===== src/rtl/adc_seq_pkg.sv =====
package adc_seq_pkg;

    typedef enum logic [1:0] {
        ST_IDLE = 2'd0,
        ST_HOLD = 2'd1,
        ST_RUN  = 2'd2
    } seq_state_e;

    localparam int DIV_W = 6;

    function automatic logic [DIV_W-1:0] div_ratio(input logic [1:0] code);
        case (code)
            2'b00:   div_ratio = 6'd2;
            2'b01:   div_ratio = 6'd8;
            default: div_ratio = 6'd32;
        endcase
    endfunction

endpackage


===== src/rtl/adc_rate_div.sv =====
module adc_rate_div
    import adc_seq_pkg::*;
(
    input  logic       clk,
    input  logic       rst_n,
    input  logic       restart_i,
    input  logic       run_i,
    input  logic [1:0] rate_sel_i,
    output logic       tick_o
);

    typedef struct packed {
        logic [1:0]       rate;
        logic [DIV_W-1:0] cnt;
    } div_s;

    div_s             div_d, div_q;
    logic [DIV_W-1:0] lim_m1;

    always_comb begin
        div_d  = div_q;
        lim_m1 = div_ratio(div_q.rate) - {{(DIV_W-1){1'b0}}, 1'b1};
        tick_o = run_i && (div_q.cnt == lim_m1);
        if (restart_i) begin
            div_d.rate = rate_sel_i;
            div_d.cnt  = '0;
        end else if (!run_i || tick_o) begin
            div_d.cnt = '0;
        end else begin
            div_d.cnt = div_q.cnt + 1'b1;
        end
    end

    always_ff @(posedge clk or negedge rst_n) begin
        if (!rst_n) div_q <= '0;
        else        div_q <= div_d;
    end


    tick_spacing_chk: assert property (@(posedge clk) disable iff (!rst_n)
        tick_o |=> !tick_o);

endmodule


===== src/rtl/adc_cfg_watch.sv =====
module adc_cfg_watch #(
    parameter int CH_W   = 3,
    parameter int PCFG_W = 3
) (
    input  logic              clk,
    input  logic              rst_n,
    input  logic              start_i,
    input  logic [CH_W-1:0]   ch_sel_i,
    input  logic [PCFG_W-1:0] pcfg_i,
    output logic              cfg_zero_o,
    output logic              pwr_o,
    output logic              stale_o
);

    localparam int CFG_W = CH_W + PCFG_W;

    typedef struct packed {
        logic [CFG_W-1:0] cfg;
        logic             pwr;
        logic             stale;
    } watch_s;

    watch_s           w_d, w_q;
    logic [CFG_W-1:0] cfg_now;

    always_comb begin
        w_d        = w_q;
        cfg_now    = {ch_sel_i, pcfg_i};
        cfg_zero_o = (pcfg_i == '0);
        w_d.cfg    = cfg_now;
        w_d.pwr    = !cfg_zero_o;
        if (start_i || cfg_zero_o) begin
            w_d.stale = 1'b0;
        end else if (cfg_now != w_q.cfg) begin
            w_d.stale = 1'b1;
        end
    end

    always_ff @(posedge clk or negedge rst_n) begin
        if (!rst_n) w_q <= '0;
        else        w_q <= w_d;
    end

    assign pwr_o   = w_q.pwr;
    assign stale_o = w_q.stale;


    stale_clear_chk: assert property (@(posedge clk) disable iff (!rst_n)
        start_i |=> !stale_o);


    pwr_follow_chk: assert property (@(posedge clk) disable iff (!rst_n)
        cfg_zero_o |=> !pwr_o);

endmodule


===== src/rtl/adc_sar_core.sv =====
module adc_sar_core
    import adc_seq_pkg::*;
#(
    parameter int RES_BITS    = 8,
    parameter int SAMPLE_CLKS = 32,
    parameter int TOTAL_CLKS  = 76
) (
    input  logic                clk,
    input  logic                rst_n,
    input  logic                start_i,
    input  logic                cfg_zero_i,
    input  logic                tick_i,
    input  logic                cmp_i,
    output logic                restart_o,
    output logic                run_o,
    output logic                busy_o,
    output logic                sample_o,
    output logic [RES_BITS-1:0] dac_code_o,
    output logic [RES_BITS-1:0] result_o
);

    localparam int STEP = (TOTAL_CLKS - SAMPLE_CLKS) / RES_BITS;
    localparam int TC_W = $clog2(TOTAL_CLKS + 1);
    localparam int SC_W = $clog2(STEP + 1);
    localparam int BI_W = (RES_BITS > 1) ? $clog2(RES_BITS) : 1;

    typedef struct packed {
        seq_state_e          state;
        logic [TC_W-1:0]     tcnt;
        logic [SC_W-1:0]     scnt;
        logic [BI_W-1:0]     bidx;
        logic                bits_left;
        logic [RES_BITS-1:0] trial;
        logic [RES_BITS-1:0] result;
    } core_s;

    core_s               c_d, c_q;
    logic [RES_BITS-1:0] trial_nx;

    always_comb begin
        c_d       = c_q;
        restart_o = 1'b0;
        trial_nx  = c_q.trial;
        case (c_q.state)
            ST_IDLE: begin
                if (start_i) c_d.state = ST_HOLD;
            end
            ST_HOLD: begin
                if (!start_i) begin
                    c_d.state     = ST_RUN;
                    restart_o     = 1'b1;
                    c_d.tcnt      = '0;
                    c_d.scnt      = '0;
                    c_d.trial     = '0;
                    c_d.bits_left = 1'b0;
                end
            end
            ST_RUN: begin
                if (start_i) begin
                    c_d.state     = ST_HOLD;
                    c_d.tcnt      = '0;
                    c_d.trial     = '0;
                    c_d.bits_left = 1'b0;
                end else if (tick_i) begin
                    if (c_q.bits_left) begin
                        if (c_q.scnt == SC_W'(STEP - 1)) begin
                            trial_nx[c_q.bidx] = cmp_i;
                            if (c_q.bidx != '0) begin
                                trial_nx[c_q.bidx - 1'b1] = 1'b1;
                                c_d.bidx = c_q.bidx - 1'b1;
                            end else begin
                                c_d.bits_left = 1'b0;
                            end
                            c_d.scnt = '0;
                        end else begin
                            c_d.scnt = c_q.scnt + 1'b1;
                        end
                    end
                    if (c_q.tcnt == TC_W'(SAMPLE_CLKS - 1)) begin
                        trial_nx      = '0;
                        trial_nx[RES_BITS-1] = 1'b1;
                        c_d.bidx      = BI_W'(RES_BITS - 1);
                        c_d.bits_left = 1'b1;
                        c_d.scnt      = '0;
                    end
                    c_d.trial = trial_nx;
                    if (c_q.tcnt == TC_W'(TOTAL_CLKS - 1)) begin
                        c_d.state     = ST_IDLE;
                        c_d.result    = trial_nx;
                        c_d.tcnt      = '0;
                        c_d.trial     = '0;
                        c_d.bits_left = 1'b0;
                    end else begin
                        c_d.tcnt = c_q.tcnt + 1'b1;
                    end
                end
            end
            default: c_d.state = ST_IDLE;
        endcase
        if (cfg_zero_i) begin
            c_d.state     = ST_IDLE;
            c_d.tcnt      = '0;
            c_d.trial     = '0;
            c_d.bits_left = 1'b0;
            restart_o     = 1'b0;
        end
    end

    always_ff @(posedge clk or negedge rst_n) begin
        if (!rst_n) c_q <= '0;
        else        c_q <= c_d;
    end

    assign busy_o     = (c_q.state != ST_IDLE);
    assign run_o      = (c_q.state == ST_RUN);
    assign sample_o   = run_o && (c_q.tcnt < TC_W'(SAMPLE_CLKS));
    assign dac_code_o = c_q.trial;
    assign result_o   = c_q.result;


    hold_entry_chk: assert property (@(posedge clk) disable iff (!rst_n)
        (start_i && !cfg_zero_i) |=> (c_q.state == ST_HOLD));


    tcnt_bound_chk: assert property (@(posedge clk) disable iff (!rst_n)
        c_q.tcnt < TC_W'(TOTAL_CLKS));


    result_hold_chk: assert property (@(posedge clk) disable iff (!rst_n)
        (c_q.state != ST_RUN) |=> $stable(c_q.result));


    pwr_down_idle_chk: assert property (@(posedge clk) disable iff (!rst_n)
        cfg_zero_i |=> !busy_o);


    sample_quiet_chk: assert property (@(posedge clk) disable iff (!rst_n)
        !busy_o |-> !sample_o);

endmodule


===== src/rtl/adc_seq_top.sv =====
module adc_seq_top #(
    parameter int RES_BITS     = 8,
    parameter int CH_W         = 3,
    parameter int PCFG_W       = 3,
    parameter int SAMPLE_CLKS  = 32,
    parameter bit LONG_VARIANT = 1'b1
) (
    input  logic                clk,
    input  logic                rst_n,
    input  logic                start_i,
    input  logic [CH_W-1:0]     ch_sel_i,
    input  logic [PCFG_W-1:0]   pcfg_i,
    input  logic [1:0]          rate_sel_i,
    input  logic                cmp_i,
    output logic                eoc_o,
    output logic                sample_o,
    output logic [RES_BITS-1:0] dac_code_o,
    output logic [RES_BITS-1:0] result_o,
    output logic                ana_pwr_o,
    output logic                stale_o
);

    localparam int TOTAL_CLKS = LONG_VARIANT ? 76 : 64;

    logic cfg_zero;
    logic restart;
    logic run;
    logic tick;

    adc_cfg_watch #(
        .CH_W   (CH_W),
        .PCFG_W (PCFG_W)
    ) u_watch (
        .clk        (clk),
        .rst_n      (rst_n),
        .start_i    (start_i),
        .ch_sel_i   (ch_sel_i),
        .pcfg_i     (pcfg_i),
        .cfg_zero_o (cfg_zero),
        .pwr_o      (ana_pwr_o),
        .stale_o    (stale_o)
    );

    adc_rate_div u_div (
        .clk        (clk),
        .rst_n      (rst_n),
        .restart_i  (restart),
        .run_i      (run),
        .rate_sel_i (rate_sel_i),
        .tick_o     (tick)
    );

    adc_sar_core #(
        .RES_BITS    (RES_BITS),
        .SAMPLE_CLKS (SAMPLE_CLKS),
        .TOTAL_CLKS  (TOTAL_CLKS)
    ) u_core (
        .clk        (clk),
        .rst_n      (rst_n),
        .start_i    (start_i),
        .cfg_zero_i (cfg_zero),
        .tick_i     (tick),
        .cmp_i      (cmp_i),
        .restart_o  (restart),
        .run_o      (run),
        .busy_o     (eoc_o),
        .sample_o   (sample_o),
        .dac_code_o (dac_code_o),
        .result_o   (result_o)
    );

endmodule


===== config.mk =====
export PLATFORM = sky130hd
export DESIGN_NAME = adc_seq_top
export DESIGN_NICKNAME = d
export VERILOG_FILES = /design/src/rtl/adc_seq_pkg.sv /design/src/rtl/adc_rate_div.sv /design/src/rtl/adc_cfg_watch.sv /design/src/rtl/adc_sar_core.sv /design/src/rtl/adc_seq_top.sv
export SDC_FILE = /design/constraint.sdc
export NUM_CORES = 1
export LEC_CHECK = 0
export ABC_AREA = 1
export BUFFER_PORTS_ARGS = -buffer_cell sky130_fd_sc_hd__buf_2
export CAP_MARGIN = 0
export CORE_MARGIN = 2
export CORE_UTILIZATION = 50
export CTS_CLUSTER_DIAMETER = 120
export DETAILED_ROUTE_END_ITERATION = 8
export PLACE_DENSITY = 0.74
export SLEW_MARGIN = 15
export SYNTH_ARGS = -nofsm -noshare
export SYNTH_HDL_FRONTEND = slang
export SYNTH_SLANG_ARGS = --single-unit
export TNS_END_PERCENT = 1

===== constraint.sdc =====
create_clock -name clk -period 2 [get_ports clk]
set_input_delay 0.2 -clock clk [delete_from_list [all_inputs] [get_ports clk]]
set_output_delay 0.2 -clock clk [all_outputs]
set_load 0.01 [all_outputs]

Word-level counts from Yosys, hierarchy flattened
Cells that the tools add are included.
{"block": "op_classes", "n_addsub": 5, "magnitude_cmp": 5, "n_eq_ne": 16, "n_mux": 38, "bitwise": 2, "n_reduce_logical": 24}
{"operator": "2-to-1 mux 9 bit", "n": 5}
{"operator": "2-to-1 mux 32 bit", "n": 1}
{"operator": "2-to-1 mux 8 bit", "n": 4}
{"operator": "2-to-1 mux 7 bit", "n": 3}
{"operator": "case mux 10 bit (2 select lines)", "n": 1}
{"operator": "2-to-1 mux 6 bit", "n": 3}
{"operator": "case mux 9 bit (2 select lines)", "n": 1}
{"operator": "2-to-1 mux 17 bit", "n": 1}
{"operator": "2-to-1 mux 12 bit", "n": 1}
{"operator": "case mux 6 bit (2 select lines)", "n": 1}
{"operator": "nonzero test 2 bit", "n": 6}
{"operator": "!= test 3 bit (second input constant)", "n": 3}
{"operator": "bitwise mux 8 bit", "n": 1}
{"operator": "< comparator 3 x 4 -> 1 bit (second input constant)", "n": 2}
{"operator": "2-to-1 mux 1 bit", "n": 8}
{"operator": "!= test 4 bit (second input constant)", "n": 2}
{"operator": "OR 8 bit", "n": 1}
{"operator": "AND reduction 4 bit", "n": 2}
{"operator": "adder 7 x 1 -> 7 bit (second input constant)", "n": 1}
{"operator": "== test 7 x 5 -> 1 bit (second input constant)", "n": 1}
{"operator": "== test 7 bit (second input constant)", "n": 1}
{"operator": "< comparator 7 x 6 -> 1 bit (second input constant)", "n": 1}
{"operator": "adder 6 x 1 -> 6 bit (second input constant)", "n": 1}
{"operator": "demux 1 bit (select 3 bit)", "n": 2}
{"operator": "other kinds (24)", "n": 37}
{"block": "word_totals", "ff_bits": 48, "in_bits": 12, "out_inout_bits": 20, "wordCells": 102}

Depth between registers and ports, before layout
Gate-level depths: netlist (run 1).
{"block": "depth", "depth_word": 15, "ltp_mapped": 16, "mapped_depth_nobuf": 16}

By module
Synthesis (run 1) repeated with hierarchy kept, for this count alone.
{"block": "unflattened", "hier_cells": 420, "area_unflattened_um2": 3154.3}
{"module": "adc_sar_core", "n_inst": 1, "cells_per_inst": 310, "area_each_um2": 2229.6, "seq_area_each_um2": 800.8}
{"module": "adc_rate_div", "n_inst": 1, "cells_per_inst": 64, "area_each_um2": 564.3, "seq_area_each_um2": 200.2}
{"module": "adc_cfg_watch", "n_inst": 1, "cells_per_inst": 46, "area_each_um2": 360.3, "seq_area_each_um2": 200.2}

Worst setup path after synthesis (run 1)
OpenSTA, ideal clock, no wires.
{"block": "synth_timing", "kind": "flip-flop to flip-flop", "startpoint": "reg u_div.div_q[6] (netlist bit)", "endpoint": "reg u_core.c_q (netlist bit u_core.result_o[7])", "setup_ps": 121, "t_arrival_ps": 1764, "t_required_ps": 1879, "slack_ps": 114, "stages_incl_launch_ff": 15, "path_buffers": 1, "synth_period_minus_slack_ps": 1886, "path_cell_list": "dfrtp_1 > inv_1 > nand2_1 > ha_1 > nand2_1 > inv_1 > nor2_2 > nand2_1 > nor2_2 > nand2_4 > nor2_8 > nand3_4 > buf_6 > nand2_2 > o21ai_2"}
{"block": "synth_between", "elab_chain_len": 6, "word_cells_on_any_way": 7, "cone_classes": "add/sub: 1; eq/ne: 2; mux: 1; reduce/logical: 3"}
{"item": "start: declaration", "line_no": "adc_rate_div.sv:17", "rtl": "div_s div_d, div_q;"}
{"item": "start signal: assignment", "line_no": "adc_rate_div.sv:36", "rtl": "else div_q <= div_d;"}
{"item": "== test 2 x 1 -> 1 bit / logical NOT 2 bit (equally long branches)", "line_no": "adc_seq_pkg.sv:12", "rtl": "case (code)"}
{"item": "case mux 6 bit (2 select lines) (*)", "line_no": "adc_seq_pkg.sv:12"}
{"item": "subtractor 6 x 1 -> 6 bit (*)", "line_no": "adc_rate_div.sv:22", "rtl": "lim_m1 = div_ratio(div_q.rate) - {{(DIV_W-1){1'b0}}, 1'b1};"}
{"item": "== test 6 bit (*)", "line_no": "adc_rate_div.sv:23", "rtl": "tick_o = run_i && (div_q.cnt == lim_m1);"}
{"item": "logical AND 1 bit (*)", "line_no": "adc_rate_div.sv:23"}
{"item": "AND reduction 4 bit (no source line) (*)"}
{"item": "end signal: assignment", "line_no": "adc_sar_core.sv:110", "rtl": "if (!rst_n) c_q <= '0;"}
{"item": "end signal: assignment", "line_no": "adc_sar_core.sv:111", "rtl": "else c_q <= c_d;"}
{"item": "end: declaration", "line_no": "adc_sar_core.sv:37", "rtl": "core_s c_d, c_q;"}
Every way passes the cells marked *; elsewhere a longest branch is shown, timed or not.
A chain may end at the register's enable or synchronous reset.

Worst setup path after layout (run 1)
{"block": "layout_timing", "startpoint": "reg u_div.div_q[6] (netlist bit)", "endpoint": "reg u_core.c_q (netlist bit u_core.result_o[5])"}
Same word-level chain as after synthesis.

==> summary.md, run 1 <==
| Metric | Value |
|---|---|
| CTS buffer count | `5` |
| CTS Buffer Depth | `2` |
| PD cells | `757 nW/um^2` |
| Final Max Tran Viols | `0` |
| Synth area leaders | `dfrtp_1 (39%), nand2_1 (18%), nor2_1 (6.5%)` |
| Least-Margin Pin Slew | `0.660 ns` |
| Num ports | `32` |
| CTS tree | `built` |
| Number of max-cap violations | `0` |
| WL/cell | `12.3 um` |
| Post-Syn Area | `3070 um^2` |
| Syn nets | `443` |
| Detail Route Antenna Nets | `0` |
| Initial Utilization | `51.8%` |
| DR vias | `2,642` |
| Core area | `5920 um^2` |
| Relative slew slack | `56.0%` |
| Clock Skew | `0.0113 ns` |
| Switching Share | `37.4%` |
| Area growth, synth to finish | `13.0%` |
| Clock Latency Late Sink | `0.31 ns` |
| Metal3 WL | `285 um` |
| Post-synth EDFFs | `0` |
| Min Clock Period, post-route | `1.95 ns` |
| Max VDD drop | `0.565 mV` |
| Clk pwr share | `23.7%` |
| Max Freq | `0.513 GHz` |
| Final wirelength | `6440 um` |
| Asr flop ratio synth | `100%` |
| Number of global-route vias before repair | `2,359` |
| Number of vias per cell | `5.03` |
| Combinational fraction of design power | `35.2%` |
| Seq/Total Area, Yosys | `39.2%` |
| Metal2 WL | `3020 um` |
| Buffers added on ports | `31` |
| Count leader, synth | `nand2_1` |
| Die Y | `82.3 um` |
| Global-route usage over all layers | `20.3%` |
| Leading area contributor after synthesis | `dfrtp_1` |
| Die Area | `6780 um^2` |
| Fin crit share | `97.5%` |
| Worst Path Required | `2.21 ns` |
| Grt ovf | `0` |
| Root buf cell | `clkbuf_8` |
| Post-synth top area share | `39.2%` |
| Hold violation total from the final report | `0` |
| Diodes inserted | `0` |
| Uppermost layer routed | `met4` |
| Status | `finished clean` |
| Largest net degree at the start of global routing | `31` |
| Initial antenna violation count | `0` |
| RSZ-0062 raised after global routing | `true` |
| Drt pass-1 iters | `4` |
| Worst setup SP type | `flip-flop` |
| Crit Path Category | `reg2reg` |
| P_int | `1640 uW` |
| First-pass GRT wire length | `10,600 um` |
| Clock Sinks | `48` |
| # nets final | `474` |
| Non-filler instance count after layout | `525` |
| Synthesis-stage register bit count | `48` |
| Main flop type after synthesis | `dfrtp_1` |
| DRC | `0` |
| DIE WIDTH | `82.3 um` |
| Top cells by count, synth | `nand2_1 (147), nor2_1 (53), dfrtp_1 (48), inv_1 (41), nand3_1 (20)` |
| Psw | `983 uW` |
| FP Rows | `28` |
| Final setup fails | `0` |
| Register share of total power | `41.1%` |
| Share of cells above drive strength 1 | `21.1%` |
| Setup tns final | `0 ns` |
| Distinct cells, synth | `33` |
| CP Capture Type | `flip-flop` |
| Metal-1 WL | `3050 um` |
| Syn. warnings | `0` |
| Leak | `0.00182 uW` |
| Final HPWL DP | `4680 um` |
| Cells after synthesis | `418` |
| H-Tree Depth | `2` |
| CP arrival | `2.16 ns` |
| FILL cells | `542` |
| Syn avg cell area | `7.34 um^2` |
| Critical path fanouts, max | `8` |
| Initial drt markers | `164` |
| Hold crit path type | `in2reg` |
| Cell total after placement | `513` |
| Clock slew at reported path FFs | `0.10 ns` |
| GPL Wtd Cong | `0.854` |
==> cell usage in the layout (no fill, tap or decap), types with 5 or more instances in the layout <==
master / instances
nand2_1: 135
nor2_1: 50
dfrtp_1: 48
inv_1: 38
buf_2: 31
nand3_1: 20
ha_1: 12
buf_4: 12
nand2_2: 11
a21oi_1: 11
o21ai_0: 8
o21ai_2: 8
xor2_1: 7
nand4_1: 6
clkbuf_8: 6
nand2_4: 5
xnor2_1: 5
nor3_1: 5
==> final timing paths <==
check                                    from                   end  slack, ns  cells past startpoint
max reg2reg                    u_div.div_q[6]    u_core.result_o[5]       0.05                     12
min reg2reg                u_core.result_o[0]    u_core.result_o[0]       0.50                      2
max in group asynchronous               rst_n  u_core.dac_code_o[6]       0.94                      3
min in group asynchronous               rst_n        u_watch.w_q[6]       0.45                      2
min                               ch_sel_i[1]        u_watch.w_q[6]       0.02                      1
max                            u_div.div_q[6]    u_core.result_o[5]       0.05                     12
==> per-stage QoR <==
step	total power (uW)	util, %	instance area (um^2)	setup WS, ns	hold slack (ns)
after floorplan	1660	-	3070	0.114	-0.0956
after global placement	1880	54.7	3240	0.0655	0.266
after CTS	2530	56.7	3360	0.00314	0.0113
after global routing	2790	58.5	3470	-0.0758	0.0145
final	2620	58.5	3470	0.0501	0.0219
after detailed placement	1900	54.7	3240	0.00847	0.275
==> critical path: stages (launching register included) <==
cell and delay (ns):
dfrtp_1 0.43, inv_2 0.11, nand2_4 0.07, ha_4 0.27, nor2_1 0.06, nor2_4 0.10
nand2_2 0.07, nor2_4 0.12, nand2_4 0.09, nor2_8 0.17, nand3_4 0.17, nand2_2 0.12
o21ai_2 0.05
==> power groups by stage <==
stage          sequential, uW  combinational, uW  clock (uW)
4_1_cts                  1070                822         639
3_3_place_gp             1090                797           0
2_1_floorplan            1080                584           0
5_1_grt                  1080               1030         671
6_report                 1080                924         622
3_5_place_dp             1090                815           0
==> sequential cells by signal (all words and copies together) (netlist names) <==
name	cells
u_watch.pwr_o	1
u_div.div_q	8
u_core.result_o	8
u_watch.w_q	6
u_watch.stale_o	1
u_core.c_q	16
u_core.dac_code_o	8
==> area by class of cell <==
type | count | area (um^2) | area share, %
repair buffers | 46 | 277 | 7.98
clock buffers | 6 | 82.6 | 2.38
clock inverters | 2 | 15.0 | 0.433
well taps | 75 | 93.8 | 2.71
inverters | 43 | 164 | 4.73
multi-input cells | 305 | 1630 | 47.1
flip-flops and latches | 48 | 1200 | 34.7
==> per-layer routing <==
layer,global-route usage (%),vias to the layer above
met3,2.61,5
li1,-,1358
met5,0,-
met4,6.00,0
met2,31.9,58
met1,29.2,1221
==> kinds of logic (layout without fill, tap and decap cells) <==
logic type               Yosys count  count (layout)  share of synthesized area [%]
AND/OR/NAND/NOR                  247             248                           34.7
XOR/XNOR                          12              12                           3.43
flip-flops                        48              48                           39.2
AO/OA/AOI/OAI                     32              32                           6.65
buffers and inverters             66              97                           10.8
adder cells (fa/ha/maj)           13              13                           5.30
==> timing repair <==
item,CTS,global route
gates cloned,0,1
pin swaps,0,8
setup endpoints to repair,1,32
endpoints found under the hold margin,29,0
buffers inserted,0,1
hold buffers,2,0
gates resized for setup,1,26
Power figures use the tool's default switching activity.
==> run 2, diff against run 1 <==
Settings changed: ABC_AREA 1 to 0, GPL_ROUTABILITY_DRIVEN set to 0.
==> run 2 against run 1 <==
  * Routed wire length rose by 9.0%
  * The flow now finishes with violations (setup timing)
  * Cell count down 18%
  * Synthesized area down 4.5%
  * Clock skew fell by 0.0029 ns
  * Final area increased by 2.2%
  * Clock power is 14% higher
  * Critical path depth is 5 lower
  * Power grew 17%
  * Core utilization rose by 5.0 points
  * Sequential share of layout area shrank 0.76 points
==> summary.md, run 2 <==
| Metric | Value |
|---|---|
| Hold crit path type | `in2reg` |
| Synth area leaders | `dfrtp_1 (41%), ha_1 (5.6%), buf_4 (4.1%)` |
| WL/cell | `16.4 um` |
| CP arrival | `2.36 ns` |
| CTS Buffer Depth | `2` |
| DIE WIDTH | `80.5 um` |
| P_int | `2020 uW` |
| Critical Path Sink | `u_core.c_q[20]` |
| Die Area | `6490 um^2` |
| Switching Share | `34.5%` |
| Launch point of the worst path | `u_div.div_q[6]` |
| Power consumption | `3080 uW` |
| Final worst slack | `-0.164 ns` |
| Worst r2r src | `u_div.div_q[6]` |
| Area growth, synth to finish | `21.0%` |
| Core area | `5570 um^2` |
| Status | `finished with violations` |
| Top cells by count, synth | `dfrtp_1 (48), nand2_1 (23), nor2_1 (18), buf_4 (16), ha_1 (13)` |
| Initial drt markers | `229` |
| Global-route usage over all layers | `23.0%` |
| Fin crit share | `108%` |
| Max reg flops | `16` |
| WP depth | `7` |
| Hold violation total from the final report | `0` |
| Num ports | `32` |
| Number of global-route vias before repair | `2,465` |
| Post-Syn Area | `2930 um^2` |
| Post-synth EDFFs | `0` |
| Count leader, synth | `dfrtp_1` |
| Cells after synthesis | `301` |
| Placement Cell Area | `3320 um^2` |
| Buffers added on ports | `31` |
| Cell total after placement | `416` |
| Clock Sinks | `48` |
| WP buf/inv | `0` |
| Fin area | `3540 um^2` |
| Root buf cell | `clkbuf_8` |
| Main flop type after synthesis | `dfrtp_1` |
| # nets final | `381` |
| Clock Skew | `0.00837 ns` |
| PD cells | `870 nW/um^2` |
| Number of max-cap violations | `0` |
| FF+latch area | `1200 um^2` |
| Crit path max-delay family | `multiplexers` |
| Leading area contributor after synthesis | `dfrtp_1` |
| Distinct cells, synth | `66` |
| H-Tree Depth | `2` |
| Share of cells above drive strength 1 | `31.4%` |
| RSZ-0062 raised after global routing | `true` |
| Failing checks | `setup timing` |
| Post-synth top area share | `41.0%` |
| Clock Latency Late Sink | `0.31 ns` |
| Reg-to-reg critical path endpoint | `u_core.c_q[20]` |
| Seq/Total Area, Yosys | `41.0%` |
| First-pass GRT wire length | `11,600 um` |
| Min Clock Period, post-route | `2.16 ns` |
| Leak | `0.00165 uW` |
| Final wirelength | `7020 um` |
| Grt ovf | `0` |
| Syn nets | `326` |
| Most common cell after layout, fill and taps aside | `dfrtp_1` |
| Slowest CP cell | `dfrtp_1` |
| DRC | `0` |
| Relative slew slack | `65.2%` |
| Combinational fraction of design power | `42.3%` |
| Worst Path Required | `2.20 ns` |
| Reg-to-reg slack, setup | `-0.16 ns` |
| CTS buffer count | `5` |
| Initial Utilization | `52.5%` |
| Crit Path Category | `reg2reg` |
| Syn avg cell area | `9.73 um^2` |
| CP Capture Type | `flip-flop` |
| Synthesis-stage register bit count | `48` |
| Final HPWL DP | `5240 um` |
| Drt pass-1 iters | `4` |
| Psw | `1060 uW` |
| FILL cells | `446` |
| Worst setup SP type | `flip-flop` |
| Syn. warnings | `0` |
| Critical path fanouts, max | `5` |
| Initial antenna violation count | `0` |
| Max Freq | `0.462 GHz` |
| Number of vias per cell | `5.87` |
| Register share of total power | `34.7%` |
| Area of the multi-input gates | `1630 um^2` |
| FP Rows | `27` |
| Critical-path cell list | `or2_4 -> ha_4 -> xnor2_4 -> mux2i_4 -> nand2_2 -> o32a_1 -> mux2_2` |
| Asr flop ratio synth | `100%` |
| Largest net degree at the start of global routing | `19` |
| CTS tree | `built` |
| Largest Register | `u_core.c_q` |
| Max stage delay on crit path | `0.39 ns` |
| Diodes inserted | `0` |
| Max VDD drop | `0.678 mV` |
| Detail Route Antenna Nets | `0` |
| Non-filler instance count after layout | `429` |
| Most frequent cells in the layout | `dfrtp_1 (48), buf_4 (37), buf_2 (31)` |
| Die Y | `80.5 um` |
| Clk pwr share | `22.9%` |
| Final Max Tran Viols | `0` |
| Clock slew at reported path FFs | `0.09 ns` |
| DR vias | `2,517` |
| Least-Margin Pin Slew | `0.514 ns` |
| Final setup fails | `29` |
| Reg2reg path depth | `7` |
==> run 2: cell type report <==
class                   instances  area share [%]
well taps                      72            2.54
multi-input cells             217            46.0
inverters                      13            1.38
clock buffers                   6            2.05
flip-flops and latches         48            33.9
clock inverters                 2           0.989
repair buffers                 71            13.1
==> run 2: worst min-delay path by stage <==
stage	from	endpoint	slack (ns)	cells after the start
6_report	ch_sel_i[2]	u_watch.w_q[7]	0.02	1
3_3_place_gp	rst_n	u_watch.w_q[7]	0.12	1
3_5_place_dp	rst_n	u_watch.w_q[6]	0.13	1
4_1_cts	ch_sel_i[0]	u_watch.w_q[5]	0.02	1
2_1_floorplan	rst_n	u_core.c_q[16]	-0.1	0
5_1_grt	ch_sel_i[2]	u_watch.w_q[7]	0.01	1
==> run 2: logic make-up (layout without fill, tap and decap cells) <==
family	after synthesis	count (layout)	synth area share, %
AOI/OAI and AO/OA	73	73	18.3
xor gates and xnor gates	12	12	3.59
adders and majority gates	13	13	5.55
buffers and inverters	36	92	7.01
DFF	48	48	41.0
muxes	9	9	3.80
and+or+nand+nor	110	110	20.8
==> run 2: power by group through the flow <==
| stage | Sequential, uW | Combinational [uW] | Clock (uW) |
|---|---|---|---|
| 2_1_floorplan | 1100 | 782 | 0 |
| 3_3_place_gp | 1090 | 1150 | 0 |
| 3_5_place_dp | 1090 | 1170 | 0 |
| 4_1_cts | 1070 | 1270 | 719 |
| 5_1_grt | 1080 | 1420 | 764 |
| 6_report | 1070 | 1300 | 707 |
==> run 2: timing repair <==
| item | 4_1_cts | 5_1_grt |
|---|---|---|
| hold buffers | 1 | 0 |
| resized for setup | 8 | 11 |
| buffers inserted | 3 | 1 |
| endpoints found under the setup margin | 37 | 37 |
| pin swaps | 14 | 7 |
| hold endpoints to repair | 13 | 0 |
==> run 2: stage by stage <==
step	setup TNS [ns]	hold slack (ns)	util, %	worst slack, ns
after floorplan	-3.18	-0.0956	-	-0.200
after global placement	-2.41	0.125	59.6	-0.175
after detailed placement	-3.55	0.128	59.6	-0.212
after CTS	-3.20	0.0194	62.6	-0.205
after global routing	-6.50	0.0113	63.6	-0.258
final	-2.64	0.0242	63.6	-0.164
==> run 2: metal layers <==
metal,share of wire [%],track usage [%],vias up
met5,0,0,-
met2,48,37.9,75
met3,5.2,3.71,11
li1,-,-,1200
met1,45,31.3,1231
met4,1.1,5.93,0
==> run 3, diff against run 2 <==
Settings changed: HOLD_SLACK_MARGIN set to 0.02, RECOVER_POWER set to 50.
==> run 3 against run 2 <==
  * The run still ends with setup timing left
  * Worst hold slack gained 0.028 ns
  * Sequential share of layout area down 0.11 points
  * Clock skew barely moved
  * Routed wire length about the same
  * Final area increased by 0.32%
  * Non-clock buffer count is 3 higher
  * Clock power hardly changed
  * Core utilization is 0.20 points higher
  * Power about the same
  * Global-route usage barely moved
==> summary.md, run 3 (synthesized netlist as in run 2, its figures left out) <==
| Metric | Value |
|---|---|
| Final setup fails | `30` |
| Largest Register | `u_core.c_q` |
| Clock slew at reported path FFs | `0.09 ns` |
| Most frequent cells in the layout | `dfrtp_1 (48), buf_4 (35), buf_2 (24)` |
| CTS tree | `built` |
| Failing checks | `setup timing` |
| Cell total after placement | `416` |
| Power consumption | `3080 uW` |
| Max VDD drop | `0.679 mV` |
| Hold violation total from the final report | `0` |
| First-pass GRT wire length | `11,600 um` |
| Number of vias per cell | `5.88` |
| Drt pass-1 iters | `6` |
| FILL cells | `449` |
| Placement Cell Area | `3320 um^2` |
| Least-Margin Pin Slew | `0.835 ns` |
| Diodes inserted | `0` |
| FP Rows | `27` |
| Critical path fanouts, max | `5` |
| Final HPWL DP | `5240 um` |
| Area growth, synth to finish | `21.4%` |
| Max Freq | `0.462 GHz` |
| Number of global-route vias before repair | `2,483` |
| FF+latch area | `1200 um^2` |
| Clock Sinks | `48` |
| Number of max-cap violations | `0` |
| Worst setup SP type | `flip-flop` |
| Non-filler instance count after layout | `432` |
| Final worst slack | `-0.164 ns` |
| Clock Latency Late Sink | `0.31 ns` |
| Hold crit path type | `in2reg` |
| CP Capture Type | `flip-flop` |
| Final Max Tran Viols | `0` |
| Global-route usage over all layers | `22.9%` |
| Share of cells above drive strength 1 | `28.9%` |
| Area of the multi-input gates | `1630 um^2` |
| Buffers added on ports | `31` |
| Status | `finished with violations` |
| Initial Utilization | `52.5%` |
| Num ports | `32` |
| Initial antenna violation count | `0` |
| Core area | `5570 um^2` |
| DIE WIDTH | `80.5 um` |
| Hold Path Depth | `1` |
| CTS Buffer Depth | `2` |
| WL/cell | `16.3 um` |
| Fin area | `3550 um^2` |
| Setup tns final | `-2.68 ns` |
| Relative slew slack | `44.3%` |
| Most common cell after layout, fill and taps aside | `dfrtp_1` |
| H-Tree Depth | `2` |
| Fin crit share | `108%` |
| Final core occ | `63.8%` |
| Reg2reg path depth | `7` |
| Grt ovf | `0` |
| Detail Route Antenna Nets | `0` |
| DR vias | `2,539` |
| DRC | `0` |
| Largest net degree at the start of global routing | `19` |
| # nets final | `384` |
| PD cells | `866 nW/um^2` |
| Initial drt markers | `192` |
| CTS buffer count | `5` |
| Min Clock Period, post-route | `2.16 ns` |
| Max reg flops | `16` |
| Crit Path Category | `reg2reg` |
| Die Area | `6490 um^2` |
| Die Y | `80.5 um` |
| Final wirelength | `7030 um` |
| RSZ-0062 raised after global routing | `true` |
| CP arrival | `2.36 ns` |
| Clock Skew | `0.00794 ns` |
| Root buf cell | `clkbuf_8` |
| Worst Path Required | `2.19 ns` |
| Leak | `0.00164 uW` |
[run 3: worst max-delay path: stages (launching register included)]
cell     delay [ns]
dfrtp_1        0.39
or2_4          0.27
ha_4           0.18
xnor2_4        0.16
mux2i_4        0.32
nand2_2        0.13
o32a_1         0.34
mux2_2         0.27
[run 3: layer usage]
metal  track usage [%]  wire, um  vias to the layer above
met5                 0         0                        -
met4              5.93        77                        0
met3              3.82       435                       10
met2              37.9      3410                       91
met1              31.1      3100                     1231
li1                  -         -                     1207
[run 3: metrics by stage]
stage | setup slack (ns) | hold WS [ns]
global route | -0.258 | 0.0374
detailed placement | -0.212 | 0.128
finish | -0.164 | 0.0526
global placement | -0.175 | 0.125
CTS | -0.205 | 0.0279
floorplan | -0.200 | -0.0956
[run 3: worst paths after layout]
path	from	end	slack, ns
max in group asynchronous	rst_n	u_core.dac_code_o[0]	0.52
hold / removal	pcfg_i[0]	u_watch.w_q[2]	0.05
setup / recovery	u_div.div_q[6]	u_core.c_q[20]	-0.16
min in group asynchronous	rst_n	u_core.result_o[6]	0.50
setup reg to reg	u_div.div_q[6]	u_core.c_q[20]	-0.16
hold reg to reg	u_core.result_o[0]	u_core.result_o[0]	0.48
[run 3: timing repair]
| item | 4_1_cts | 5_1_grt |
|---|---|---|
| hold endpoints to repair | 15 | 1 |
| hold buffers | 3 | 1 |
| pin swaps | 14 | 7 |
| endpoints found under the setup margin | 37 | 37 |
| gates resized for setup | 8 | 11 |
| cloned | 0 | 0 |
| setup buffers | 3 | 1 |
[run 3: report_power, final]
| group | internal, uW | switching, uW | total (uW) | leakage (uW) |
|---|---|---|---|---|
| logic | 622 | 681 | 1300 | 0.000942 |
| clock network | 372 | 335 | 706 | 0.0000552 |
| registers | 1030 | 44.2 | 1070 | 0.000644 |
| total | 2020 | 1060 | 3080 | 0.00164 |
[run 3: layout make-up]
type                       count  area share (%)
clock buffer                   6            2.04
clock inverter                 2           0.986
inverter                      13            1.37
multi-input combinational    217            45.7
sequential                    48            33.8
tap                           72            2.53
timing repair buffer          74            13.6
